==> config.mk <==
export PLATFORM = sky130hd
export DESIGN_NAME = rtc_alarm_match
export DESIGN_NICKNAME = d
export VERILOG_FILES = /design/src/rtl/rtc_alarm_pkg.sv /design/src/rtl/rtc_alarm_field.sv /design/src/rtl/rtc_alarm_cmp.sv /design/src/rtl/rtc_alarm_match.sv
export SDC_FILE = /design/constraint.sdc
export NUM_CORES = 1
export LEC_CHECK = 0
export CAP_MARGIN = 20
export CELL_PAD_IN_SITES_DETAIL_PLACEMENT = 0
export CELL_PAD_IN_SITES_GLOBAL_PLACEMENT = 1
export CORE_MARGIN = 2
export CORE_UTILIZATION = 36
export CTS_BUF_LIST = sky130_fd_sc_hd__clkbuf_16
export DETAILED_ROUTE_END_ITERATION = 8
export GPL_TIMING_DRIVEN = 0
export PLACE_DENSITY = 0.83
export SYNTH_ARGS = -nofsm -noshare
export SYNTH_HDL_FRONTEND = slang
export SYNTH_SLANG_ARGS = --single-unit
export TNS_END_PERCENT = 30
==> constraint.sdc <==
create_clock -name clk -period 1.5 [get_ports clk]
set_clock_uncertainty 0.05 [all_clocks]
set_input_delay 0.3 -clock clk [delete_from_list [all_inputs] [get_ports clk]]
set_output_delay 0.3 -clock clk [all_outputs]
set_load 0.02 [all_outputs]
==> src/rtl/rtc_alarm_pkg.sv <==
package rtc_alarm_pkg;
   typedef enum logic [1:0] {
      FLD_SEC  = 2'd0,
      FLD_MIN  = 2'd1,
      FLD_HOUR = 2'd2,
      FLD_DATE = 2'd3
   } alarm_fld_e;

   typedef enum logic [2:0] {
      RATE_MONTH,
      RATE_DAY,
      RATE_HOUR,
      RATE_MINUTE,
      RATE_SECOND
   } alarm_rate_e;

   localparam int unsigned NUM_FIELDS = 4;
   localparam int unsigned BYTE_W     = 8;
   localparam int unsigned MASK_POS   = 7;
endpackage

==> src/rtl/rtc_alarm_field.sv <==
module rtc_alarm_field #(
   parameter int unsigned DATA_W = 8,
   parameter int unsigned TENS_W = 3,
   parameter int unsigned LO_LIM = 0,
   parameter int unsigned HI_LIM = 59
) (
   input  logic              clk,
   input  logic              rst_n,
   input  logic              wr_en,
   input  logic [DATA_W-1:0] wr_data,
   output logic [DATA_W-1:0] q
);
   localparam int unsigned VAL_W = 8;

   if (TENS_W < 1 || TENS_W > 3) begin : g_bad_tens
      $error("rtc_alarm_field: TENS_W must be 1..3");
   end
   if (DATA_W < 4 + TENS_W) begin : g_bad_width
      $error("rtc_alarm_field: DATA_W too narrow for the BCD digits");
   end

   logic [TENS_W-1:0] tens;
   logic [3:0]        ones;
   logic [VAL_W-1:0]  val;
   logic              in_range;

   assign tens = wr_data[4 +: TENS_W];
   assign ones = wr_data[3:0];
   assign val  = {{(VAL_W-TENS_W){1'b0}}, tens} * VAL_W'(10) + {{(VAL_W-4){1'b0}}, ones};

   if (LO_LIM == 0) begin : g_lo_zero
      assign in_range = (val <= VAL_W'(HI_LIM));
   end else begin : g_lo_nonzero
      assign in_range = (val >= VAL_W'(LO_LIM)) && (val <= VAL_W'(HI_LIM));
   end

   always_ff @(posedge clk or negedge rst_n) begin
      if (!rst_n) begin
         q <= '0;
      end else if (wr_en && in_range) begin
         q <= wr_data;
      end
   end

   AST_REJECT_HOLDS: assert property (@(posedge clk) disable iff (!rst_n)
      (wr_en && !in_range) |=> $stable(q));
   AST_ACCEPT_LOADS: assert property (@(posedge clk) disable iff (!rst_n)
      (wr_en && in_range) |=> (q == $past(wr_data)));
endmodule

==> src/rtl/rtc_alarm_cmp.sv <==
module rtc_alarm_cmp
   import rtc_alarm_pkg::*;
#(
   parameter int unsigned DATA_W = 8,
   parameter int unsigned MS_W   = 7,
   parameter int unsigned HD_W   = 6
) (
   input  logic [DATA_W-1:0] a_sec,
   input  logic [DATA_W-1:0] a_min,
   input  logic [DATA_W-1:0] a_hour,
   input  logic [DATA_W-1:0] a_date,
   input  logic [MS_W-1:0]   t_sec,
   input  logic [MS_W-1:0]   t_min,
   input  logic [HD_W-1:0]   t_hour,
   input  logic [HD_W-1:0]   t_date,
   output alarm_rate_e       rate,
   output logic              hit
);
   if (MS_W >= DATA_W || HD_W >= DATA_W) begin : g_bad_cmp
      $error("rtc_alarm_cmp: value fields must leave room for the mask bit");
   end

   logic [3:0] masks;
   logic eq_s, eq_m, eq_h, eq_d;

   assign masks = {a_date[MASK_POS], a_hour[MASK_POS], a_min[MASK_POS], a_sec[MASK_POS]};
   assign eq_s  = (a_sec[MS_W-1:0]  == t_sec);
   assign eq_m  = (a_min[MS_W-1:0]  == t_min);
   assign eq_h  = (a_hour[HD_W-1:0] == t_hour);
   assign eq_d  = (a_date[HD_W-1:0] == t_date);

   always_comb begin
      case (masks)
         4'b0000: rate = RATE_MONTH;
         4'b1000: rate = RATE_DAY;
         4'b1100: rate = RATE_HOUR;
         4'b1110: rate = RATE_MINUTE;
         default: rate = RATE_SECOND;
      endcase
   end

   always_comb begin
      case (rate)
         RATE_MONTH:  hit = eq_d && eq_h && eq_m && eq_s;
         RATE_DAY:    hit = eq_h && eq_m && eq_s;
         RATE_HOUR:   hit = eq_m && eq_s;
         RATE_MINUTE: hit = eq_s;
         default:     hit = 1'b1;
      endcase
   end
endmodule

==> src/rtl/rtc_alarm_match.sv <==
module rtc_alarm_match
   import rtc_alarm_pkg::*;
#(
   parameter int unsigned DATA_W = 8,
   parameter int unsigned SEL_W  = 2,
   parameter int unsigned MS_W   = 7,
   parameter int unsigned HD_W   = 6
) (
   input  logic              clk,
   input  logic              rst_n,
   input  logic              wr_en,
   input  logic [SEL_W-1:0]  wr_sel,
   input  logic [DATA_W-1:0] wr_data,
   input  logic [SEL_W-1:0]  rd_sel,
   output logic [DATA_W-1:0] rd_data,
   input  logic              tick,
   input  logic [MS_W-1:0]   tod_sec,
   input  logic [MS_W-1:0]   tod_min,
   input  logic [HD_W-1:0]   tod_hour,
   input  logic [HD_W-1:0]   tod_date,
   input  logic              flag_clr,
   output logic              alarm_flag,
   output logic              alarm_irq
);
   localparam int unsigned NF = 1 << SEL_W;

   if (NF != NUM_FIELDS) begin : g_bad_sel
      $error("rtc_alarm_match: SEL_W must address exactly four fields");
   end
   if (DATA_W != BYTE_W) begin : g_bad_data
      $error("rtc_alarm_match: DATA_W must be one byte");
   end

   logic [NF-1:0][DATA_W-1:0] areg;

   for (genvar i = 0; i < NF; i++) begin : g_fld
      localparam int unsigned TW = (i < 2) ? 3 : 2;
      localparam int unsigned LO = (i == int'(FLD_DATE)) ? 1 : 0;
      localparam int unsigned HI = (i < 2) ? 59 : ((i == int'(FLD_HOUR)) ? 23 : 255);
      logic we;
      assign we = wr_en && (wr_sel == SEL_W'(i));
      rtc_alarm_field #(
         .DATA_W (DATA_W),
         .TENS_W (TW),
         .LO_LIM (LO),
         .HI_LIM (HI)
      ) u_fld (
         .clk     (clk),
         .rst_n   (rst_n),
         .wr_en   (we),
         .wr_data (wr_data),
         .q       (areg[i])
      );
   end

   assign rd_data = areg[rd_sel];

   alarm_rate_e rate;
   logic        hit;

   rtc_alarm_cmp #(
      .DATA_W (DATA_W),
      .MS_W   (MS_W),
      .HD_W   (HD_W)
   ) u_cmp (
      .a_sec  (areg[FLD_SEC]),
      .a_min  (areg[FLD_MIN]),
      .a_hour (areg[FLD_HOUR]),
      .a_date (areg[FLD_DATE]),
      .t_sec  (tod_sec),
      .t_min  (tod_min),
      .t_hour (tod_hour),
      .t_date (tod_date),
      .rate   (rate),
      .hit    (hit)
   );

   logic armed_q;
   logic fire;

   assign fire = tick && armed_q && hit;

   always_ff @(posedge clk or negedge rst_n) begin
      if (!rst_n) begin
         armed_q    <= 1'b0;
         alarm_irq  <= 1'b0;
         alarm_flag <= 1'b0;
      end else begin
         if (tick) armed_q <= 1'b1;
         alarm_irq  <= fire;
         alarm_flag <= fire | (alarm_flag & ~flag_clr);
      end
   end

   AST_IRQ_PULSE: assert property (@(posedge clk) disable iff (!rst_n)
      alarm_irq |=> !alarm_irq);
   AST_IRQ_NEEDS_TICK: assert property (@(posedge clk) disable iff (!rst_n)
      !tick |=> !alarm_irq);
   AST_IRQ_SETS_FLAG: assert property (@(posedge clk) disable iff (!rst_n)
      alarm_irq |-> alarm_flag);
   AST_FLAG_HOLDS: assert property (@(posedge clk) disable iff (!rst_n)
      (alarm_flag && !flag_clr && !tick) |=> alarm_flag);
   AST_FIRST_TICK_QUIET: assert property (@(posedge clk) disable iff (!rst_n)
      (tick && !armed_q) |=> !alarm_irq);
   AST_SECOND_RATE: assert property (@(posedge clk) disable iff (!rst_n)
      (tick && armed_q && rate == RATE_SECOND) |=> alarm_irq);
endmodule

* Word level (Yosys, flattened, before mapping)
Index checks and enable logic that the tools add are counted.
** Cells by class
- $add $sub $neg :: 2
- Reductions and logical operators :: 20
- Equal/unequal tests :: 13
- Multipliers :: 2
- Mux-type cells :: 4
- $lt $le $gt $ge :: 5
- Bitwise logic cells :: 3
** Operators with widths (count)
- logical AND 1 bit :: 17
- binary-select mux 8 bit (select 2 bit) :: 1
- equality test 7 bit :: 2
- equality test 4 bit, second input constant :: 3
- equality test 6 bit :: 2
- case mux 3 bit (4 select lines) :: 1
- adder 7 x 4 -> 8 bit :: 1
- >= comparator 8 x 1 -> 1 bit, second input constant :: 1
- <= comparator 8 x 5 -> 1 bit, second input constant :: 1
- <= comparator 8 x 6 -> 1 bit, second input constant :: 1
- <= comparator 8 bit, second input constant :: 1
- two-way mux 8 bit :: 1
- adder 6 x 4 -> 7 bit :: 1
- equality test 3 x 2 -> 1 bit, second input constant :: 2
- multiplier 3 x 3 -> 6 bit, second input constant :: 1
- multiplier 2 x 3 -> 5 bit, second input constant :: 1
- equality test 2 bit, second input constant :: 2
- zero test 4 bit :: 1
- case mux 1 bit (4 select lines) :: 1
- equality test 3 x 1 -> 1 bit, second input constant :: 1
- zero test 3 bit :: 1
- < comparator 2 x 3 -> 1 bit, second input constant :: 1
- equality test 2 x 1 -> 1 bit, second input constant :: 1
- zero test 2 bit :: 1
- other kinds (3) :: 3
** Word-level totals
- Bits in registers :: 35
- Input port bits :: 43
- Word-level logic and storage cells :: 56

* Logic depth before layout (Yosys ltp)
Gate-level depths: netlist of the first run.
- Depth in word-level cells :: 7
- Depth in mapped cells :: 9

* Hierarchy
Synthesis of the first run repeated with hierarchy kept, for this count alone.
** Unflattened totals
- Cell total of the unflattened synthesis :: 261
- Area, all modules :: 3022.9 sq um
** Modules (own cells, without submodules)
- rtc_alarm_field at g_fld[0].u_fld ... :: instances 2, area each 767.0 sq um, cells an instance 70, sequential area each 200.2 sq um
- rtc_alarm_field at g_fld[2].u_fld :: instances 1, area each 422.9 sq um, cells an instance 31, sequential area each 200.2 sq um
- rtc_alarm_field at g_fld[3].u_fld :: instances 1, area each 400.4 sq um, cells an instance 27, sequential area each 200.2 sq um
- rtc_alarm_cmp :: instances 1, area each 340.3 sq um, cells an instance 41, sequential area each 0.0 sq um
- rtc_alarm_match :: instances 1, area each 325.3 sq um, cells an instance 22, sequential area each 75.1 sq um

* Least setup slack after synthesis of the first run
Ideal clock, no wire load.
- Path type :: input to register
- Start point :: input port wr_data[1]
- End point :: register g_fld[0].u_fld.q[0]
- Slack :: -0.885 ns
- Data arrival time :: 2.210 ns
- Cell stages on the path :: 8
- Cells stage by stage :: ha_1 fa_1 buf_6 a21oi_1 a21oi_1 or3_4 a21oi_4 mux2_4
** Between the ends
- Word-level cells in the longest chain between the ends :: 3
** RTL lines
- from (decl) :: line rtc_alarm_match.sv:13 : input logic [DATA_W-1:0] wr_data,
- adder 7 x 4 -> 8 bit :: line rtc_alarm_field.sv:29 : assign val = {{(VAL_W-TENS_W){1'b0}}, tens} * VAL_W'(10) + {{(VAL_W-4){1'b0}}, ones};
- <= comparator 8 x 6 -> 1 bit :: line rtc_alarm_field.sv:32 : assign in_range = (val <= VAL_W'(HI_LIM));
- logical AND 1 bit :: line rtc_alarm_field.sv:40 : end else if (wr_en && in_range) begin
- to (signal assigned) :: line rtc_alarm_field.sv:41 : q <= wr_data;
- to (decl) :: line rtc_alarm_field.sv:11 : output logic [DATA_W-1:0] q
Every way passes these cells.
A chain may end at the register's enable or synchronous reset.

* Worst setup path after layout of the first run
- Start point :: input port wr_data[4]
- End point :: register g_fld[1].u_fld.q[4]
** Between the ends
- Word-level cells in the longest chain between the ends :: 4
** RTL lines (line)
- multiplier 3 x 3 -> 6 bit :: rtc_alarm_field.sv:29
- adder 7 x 4 -> 8 bit :: rtc_alarm_field.sv:29
- <= comparator 8 x 6 -> 1 bit :: rtc_alarm_field.sv:32
- logical AND 1 bit :: rtc_alarm_field.sv:40
- to (signal assigned) :: rtc_alarm_field.sv:41
- to (decl) :: rtc_alarm_field.sv:11
Several ways; a longest one is shown, not always the timed one.

==> results.txt, run 1 <==
The run gives 5 as the number of buffers created by CTS. Clock-pin slew was measured on the worst setup and hold paths at 0.05 ns. When the netlist entered floorplanning its net count stood at 219. The flow ran to the end, but the final reports show violations. Based on the critical path, the design can be clocked at up to 462 MHz. In the routed design, unresolved DRC markers number 0. After detailed placement, the design holds a cell count of 293. The power density normalized to cell area was 1240 mW/mm2. The number of synthesized register bits works out to 35. The first TritonRoute pass finished after 4 iterations.

The cell sitting at the root of the clock tree is a clkbuf_16. Port buffering added 50 buffers. The logs give 0 for the max-slew violation count and 3860 uW for the post-layout total power.

The logs give 0 for the number of endpoints with negative hold slack in the final report and -1.74 ns for the post-placement worst setup slack. The startpoint of the worst register-to-register path is g_fld[0].u_fld.q[6]. After detailed routing, the average wire length per cell comes to 17.7 um.

The pin count of the biggest net entering global routing is 36. By instance count, the leading cell after synthesis is dfrtp_1. The fraction of registers with async set/reset works out to 1.00.

The starting density of the core is 0.373. The run gives 39 as the post-synthesis cell type count. The total of warnings raised by yosys was 0; the average cell area after synthesis was 13.2 um2. Setup violations remaining at the end of the flow were counted as 40. In the final timing run, aggregate negative setup slack is -19.84 ns. 53 I/O pins were placed.

The share of layout cells above drive strength 1 was 0.397. The cell count after synthesis came out at 168. The worst setup path is launched from an input pin. Counting flops with a built-in enable in the synthesized netlist gives 0.

The clock reaches the later pin of the worst-skew pair after 0.28 ns. Routability-driven placement finished with a final weighted congestion of 0.774. Worst-margin pin slew: 0.776 ns.

For this run the aggregate overflow at the end of global routing stands at 0. The count of nets left with antenna violations once routing finished came out at 0. The height of the die works out to 82.3 um. The logs give 0.483 for the tightest slew margin relative to the limit and 2 for the number of buffers on the longest clock path. The cell accounting for the most synthesized area was dfrtp_1.

The worst reg2reg path depth is 5. Data on the critical path arrives at its endpoint at 2.27 ns. From left edge to right edge, the die measures 82.3 um.

In this run the static leakage power is 0.00125 uW. The final layout contains 282 nets. The peak supply drop is 516 uV. For the worst setup margin, the log shows -0.663 ns. The logs give 4070 um for the detailed placer's ending HPWL and 1578 for the total vias in the final route. The setup slack of the most critical reg-to-reg path was 0.03 ns; the highest fanout seen on the critical path was 8. The time the worst path needs with I/O delays and setup was 2.16 ns. The sequential cell area fraction in the yosys report came out at 0.396. After synthesis, the cell types taking the most area are dfrtp_1 40%, mux2_4 11%, mux2_2 8.2%.

Setup repair after global routing could not meet its margin everywhere. By startpoint and endpoint, the worst setup path is classified as input pin to register. Final critical-path share of the clock period: 1.44. The top cell type's share of synthesized area was 0.396; the clock sink count was 35.

The tools report the final-layout worst hold slack as 0.0517 ns. The type of destination of the critical path is a register. The max-cap violation count is 0, and the area of the core is 0.00592 mm2. The number of vias per cell came out at 5.14. The via count of the first global-routing pass was 1676; the H-tree level count was 2. The final reports fail on setup timing. The global routing usage summed across all routing layers is 0.174, and the global-route wire length before repair is 8600 um. The floorplan step defined a die boundary enclosing 0.00678 mm2. After synthesis the cells add up to 0.00221 mm2. TritonCTS built the clock tree. After the first detailed-routing iteration, the DRC count stood at 50. The repair_antennas step left the layout with diodes totalling 0. The commonest cells after synthesis are 35 x dfrtp_1, 20 x xnor2_1, 16 x mux2_2, 16 x mux2_4, 8 x mux4_2. The tools report the endpoint of the worst-slack reg-to-reg timing path as alarm_flag. The tools report the site row count as 28. Worst hold-check path type: input pin to asynchronous set/reset pin. Leaving out filler cells and counting taps, the final layout contains 307.

At the worst endpoint, the required time is 1.61 ns. The initial antenna violation count was 0; the area overhead of the layout relative to synthesis was 40.7%. The final layout contains routed wiring with a total length of 5420 um. The predominant post-synthesis flop cell is dfrtp_1.
[flip-flops by register name (all words and copies together), names as in the netlist]
name and cells:
alarm_flag 1, alarm_irq 1, armed_q 1, g_fld.u_fld.q 32
[cell usage in the layout (no fill, tap or decap), types with 3 or more instances in the layout]
cell type / netlist / routed
mux2_2: 16 / 16
mux4_2: 8 / 8
nand3_1: 5 / 5
dfrtp_1: 35 / 35
buf_6: 2 / 4
a21oi_1: 6 / 3
nor2_1: 6 / 6
mux2_4: 16 / 16
inv_1: 2 / 3
buf_2: 0 / 8
buf_4: 0 / 6
clkbuf_16: 0 / 5
xor2_1: 7 / 6
clkdlybuf4s50_1: 0 / 33
nor3_1: 3 / 3
xnor2_1: 20 / 20
ha_4: 0 / 5
nand4_1: 4 / 4
a21oi_2: 0 / 3
[worst max-delay path by stage]
| stage | startpoint | endpoint | slack [ns] | depth (start not counted) |
|---|---|---|---|---|
| finish | wr_data[4] | g_fld[1].u_fld.q[4] | -0.66 | 9 |
| global route | wr_data[4] | g_fld[1].u_fld.q[7] | -0.71 | 9 |
| CTS | wr_data[4] | g_fld[1].u_fld.q[5] | -0.66 | 9 |
| detailed placement | wr_data[4] | g_fld[0].u_fld.q[0] | -1.74 | 9 |
| global placement | wr_data[4] | g_fld[0].u_fld.q[4] | -1.72 | 9 |
| floorplan | wr_data[1] | g_fld[1].u_fld.q[0] | -0.81 | 9 |
[worst max-delay path: stages]
cell	delay (ns)
buf_12	0.11
ha_4	0.17
fa_2	0.44
a21oi_2	0.17
a21oi_2	0.07
or3_4	0.35
a21bo_1	0.20
buf_8	0.16
mux2_4	0.30
[stage by stage]
stage	area, um2	utilization
after floorplan	2250	-
after global placement	2850	0.481
after detailed placement	2840	0.480
after CTS	3060	0.517
after global routing	3110	0.525
final	3110	0.525
[repair_timing]
item / 4_1_cts / 5_1_grt
setup buffers: 5 / 2
gates resized for setup: 79 / 10
pin swaps: 9 / 4
setup endpoints to repair: 42 / 42
endpoints found under the hold margin: 0 / 0
hold buffers: 0 / 0
[logic make-up after synthesis]
group / count (synthesis) / synth area share
xor+xnor: 27 / 0.107
simple gates: 31 / 0.0821
mux: 40 / 0.272
flops: 35 / 0.396
compound gates: 20 / 0.0753
buf+inv: 7 / 0.0187
fa+ha+maj: 8 / 0.0487
[per-layer routing]
layer / wire, um / global-route usage / up-vias
met3: 264 / 0.0380 / 7
met4: 56 / 0.0450 / 0
met2: 2680 / 0.288 / 33
met1: 2420 / 0.232 / 792
met5: 0 / 0 / -
li1: - / - / 746
[cell type report]
class / count / area [um2]
repair buffers: 57 / 534
fillers: 532 / 2810
inverters: 2 / 7.51
multi-input cells: 126 / 1430
flip-flops and latches: 35 / 876
clock inverters: 3 / 16.3
plain buffers: 4 / 31.3
well taps: 75 / 93.8
clock buffers: 5 / 125
[power by group]
| part | total (uW) | leakage, uW | internal (uW) | switching (uW) |
|---|---|---|---|---|
| clock network | 991 | 0.0000710 | 605 | 385 |
| registers | 1460 | 0.000413 | 1210 | 244 |
| logic | 1420 | 0.000768 | 845 | 571 |
Power figures use the tool's default switching activity.
==> inputs of run 2 (changes only) <==
- GPL_TIMING_DRIVEN: 0 -> default
==> results.txt, run 2 (same netlist as run 1, synthesis figures left out) <==
The initial antenna violation count is 0. The first detailed-routing pass took 4 iterations. The proportion of power drawn by the clock network came out at 0.267.

The total of fill cells in the finished design was 464; the power density normalized to cell area was 1270 mW/mm2. The post-placement worst setup slack was -1.73 ns. The fmax is 460 MHz. For the site row count, the log shows 28.

In this run the clock root is driven by a clkbuf_16. The worst setup path is captured at a register. The endpoint identified for the worst register-to-register timing path is alarm_flag. Clock tree synthesis inserted a total of 5 buffers. The switching portion of total power works out to 0.292. STA classifies the critical path startpoint as an input pin. CTS built an H-tree with a depth of 2. The count of input and output buffers was 52. Excluding fillers, the count of instances in the completed layout stands at 355.

Highest fanout seen on the critical path: 8. The area of the multi-input gates is 0.00140 mm2, and the global routing usage summed across all routing layers is 0.200. The worst setup path is of the input pin to register kind.

The run gives 0 as the number of endpoints with negative hold slack in the final report. The logs give 1928 for the via count of the first global-routing pass and 0.00678 mm2 for the area of the die. The tools report the final non-filler cell area as 0.00350 mm2.

The number of flip-flops in the largest register is 32, and the wire length reported by the detailed router is 6160 um. The largest register by flop count was g_fld.u_fld.q. The tools report the startpoint of the worst register-to-register path as g_fld[2].u_fld.q[2].

Tracing the worst setup path back leads to its startpoint at wr_data[4]. The tools report the number of antenna diodes as 0. The register clock-pin slew on the reported worst setup and hold paths came out at 0.05 ns. The average wire per standard cell is 17.4 um. Entering global routing, the biggest net connects 36 pins. For the remaining design rule violation count, the log shows 0. The run gives 0.00151 uW as the leakage power of the design. The share of layout cells above drive strength 1 was 0.500.

The tightest slew margin relative to the limit came out at 0.715. The critical path ends at g_fld[0].u_fld.q[3]. Post-layout total power: 4460 uW. Once placement finished, the instance area stood at 0.00326 mm2.

The worst-case IR drop observed on VDD is 610 uV. Clock tree synthesis found a total of 35 sinks. The part of the power in registers is 0.301.

Setup repair after global routing could not meet its margin everywhere. Max-cap violations in this run came to 0. The die width was 82.3 um; the number of top-level pins was 53. The tools report the worst setup margin as -0.672 ns. The time the worst path needs with I/O delays and setup is 2.17 ns.

The number of buffers on the longest clock path is 2, and the cell depth of the worst hold path is 2. The tools report the logic gate share of total power as 0.432. The net count of the finished layout came out at 330. Internal power comes to 3150 uW.

Setup violations remaining at the end of the flow were counted as 42. The worst hold path belongs to the class input pin to register. The worst register-to-register path has a setup slack of 0 ns. In this run the standard cell core region covers 0.00592 mm2.

At the end of routability-driven placement, the weighted congestion stood at 0.841. The tools report the starting density of the core as 0.373. TritonCTS built the clock tree. For the max-slew violation count, the log shows 0. Compared with the post-synthesis result, the final layout area differs by 58.4%.

The final reports fail on setup timing. The top cell types in the final layout, fill and taps aside, are 51 x buf_4, 35 x dfrtp_1, 34 x clkdlybuf4s50_1. The floorplan step set the die height to 82.3 um.

The switching power total was 1300 uW. Using the TritonRoute via totals, the vias-per-cell ratio works out to 5.08. The run gives 1.61 ns as the required time of the critical path. Once placement completed, the tool counted placed cells totaling 343. The register area was 876 um2; the global-route wire length before repair was 9690 um. The flow ran to the end, but the final reports show violations. Detailed routing inserted a total of 1805 vias. The logs give -18.82 ns for the final sum of negative setup slack and 0 for the hold buffer count at cts.

The arrival time of data at the critical path endpoint came out at 2.28 ns. The commonest non-fill, non-tap cell in the layout is buf_4. The worst reg2reg path depth came out at 6.

The iteration-0 DRC count of the detailed router came out at 70. The final critical-path share of the clock period came out at 1.45. The logs give 4650 um for the detailed placer's ending HPWL and 0 for the number of routed nets with antenna violations. At the pin with the least slew margin, the transition time is 0.422 ns.

The global-route congestion overflow total was 0. For the worst-skew pair, the clock arrives at the later sink with an insertion delay of 0.28 ns.
[run 2: how the worst min path moves through the flow]
| stage | slack [ns] | startpoint | to |
|---|---|---|---|
| final | 0.23 | wr_data[1] | g_fld[1].u_fld.q[1] |
| after global routing | 0.23 | wr_data[1] | g_fld[0].u_fld.q[1] |
| after CTS | 0.23 | wr_data[1] | g_fld[0].u_fld.q[1] |
| after detailed placement | 0.43 | armed_q | armed_q |
| after global placement | 0.43 | armed_q | armed_q |
| after floorplan | -0.05 | rst_n | alarm_flag |
[run 2: through the flow]
step                      utilization  hold WS (ns)
after floorplan                     -       -0.0456
after global placement          0.550         0.432
after detailed placement        0.550         0.434
after CTS                       0.593         0.233
after global routing            0.591         0.228
final                           0.591         0.228
[run 2: cell type report]
cell class                      count  share of cell area
Timing Repair Buffer              109               0.274
Multi-Input combinational cell    126               0.398
Sequential cell                    35               0.250
Clock inverter                      3              0.0125
Clock buffer                        5              0.0357
Inverter                            2             0.00214
Tap cell                           75              0.0268
[run 2: power groups by stage]
stage	sequential (uW)	clock, uW	combinational, uW
2_1_floorplan	1420	0	934
3_3_place_gp	1350	0	1900
3_5_place_dp	1360	0	1940
4_1_cts	1350	1210	1940
5_1_grt	1380	1240	2070
6_report	1340	1190	1920
[run 2: timing repair]
action | 4_1_cts | 5_1_grt
setup buffers | 4 | 0
endpoints found under the hold margin | 0 | 0
resized for setup | 75 | 9
setup endpoints to repair | 44 | 42
pin swaps | 10 | 1
[run 2: routing by layer]
metal	vias up	GRT usage	wire, um	share of wire
met2	56	0.334	3100	0.50
met1	888	0.253	2580	0.42
met4	0	0.0850	146	0.024
li1	849	-	-	-
met5	-	0	0	0
met3	12	0.0370	336	0.055
[run 2: critical path: stages]
cell and delay, ns:
buf_12 0.11, ha_4 0.15, fa_2 0.40, a21oi_2 0.19, a21oi_2 0.07, or3_4 0.41
a21oi_4 0.18, buf_12 0.16, mux2_4 0.30
==> inputs of run 3 (changes only) <==
- CTS_CLUSTER_DIAMETER: default -> 60
==> results of run 3 <==
Final layout, timing and power as in run 2 (identical DEF).
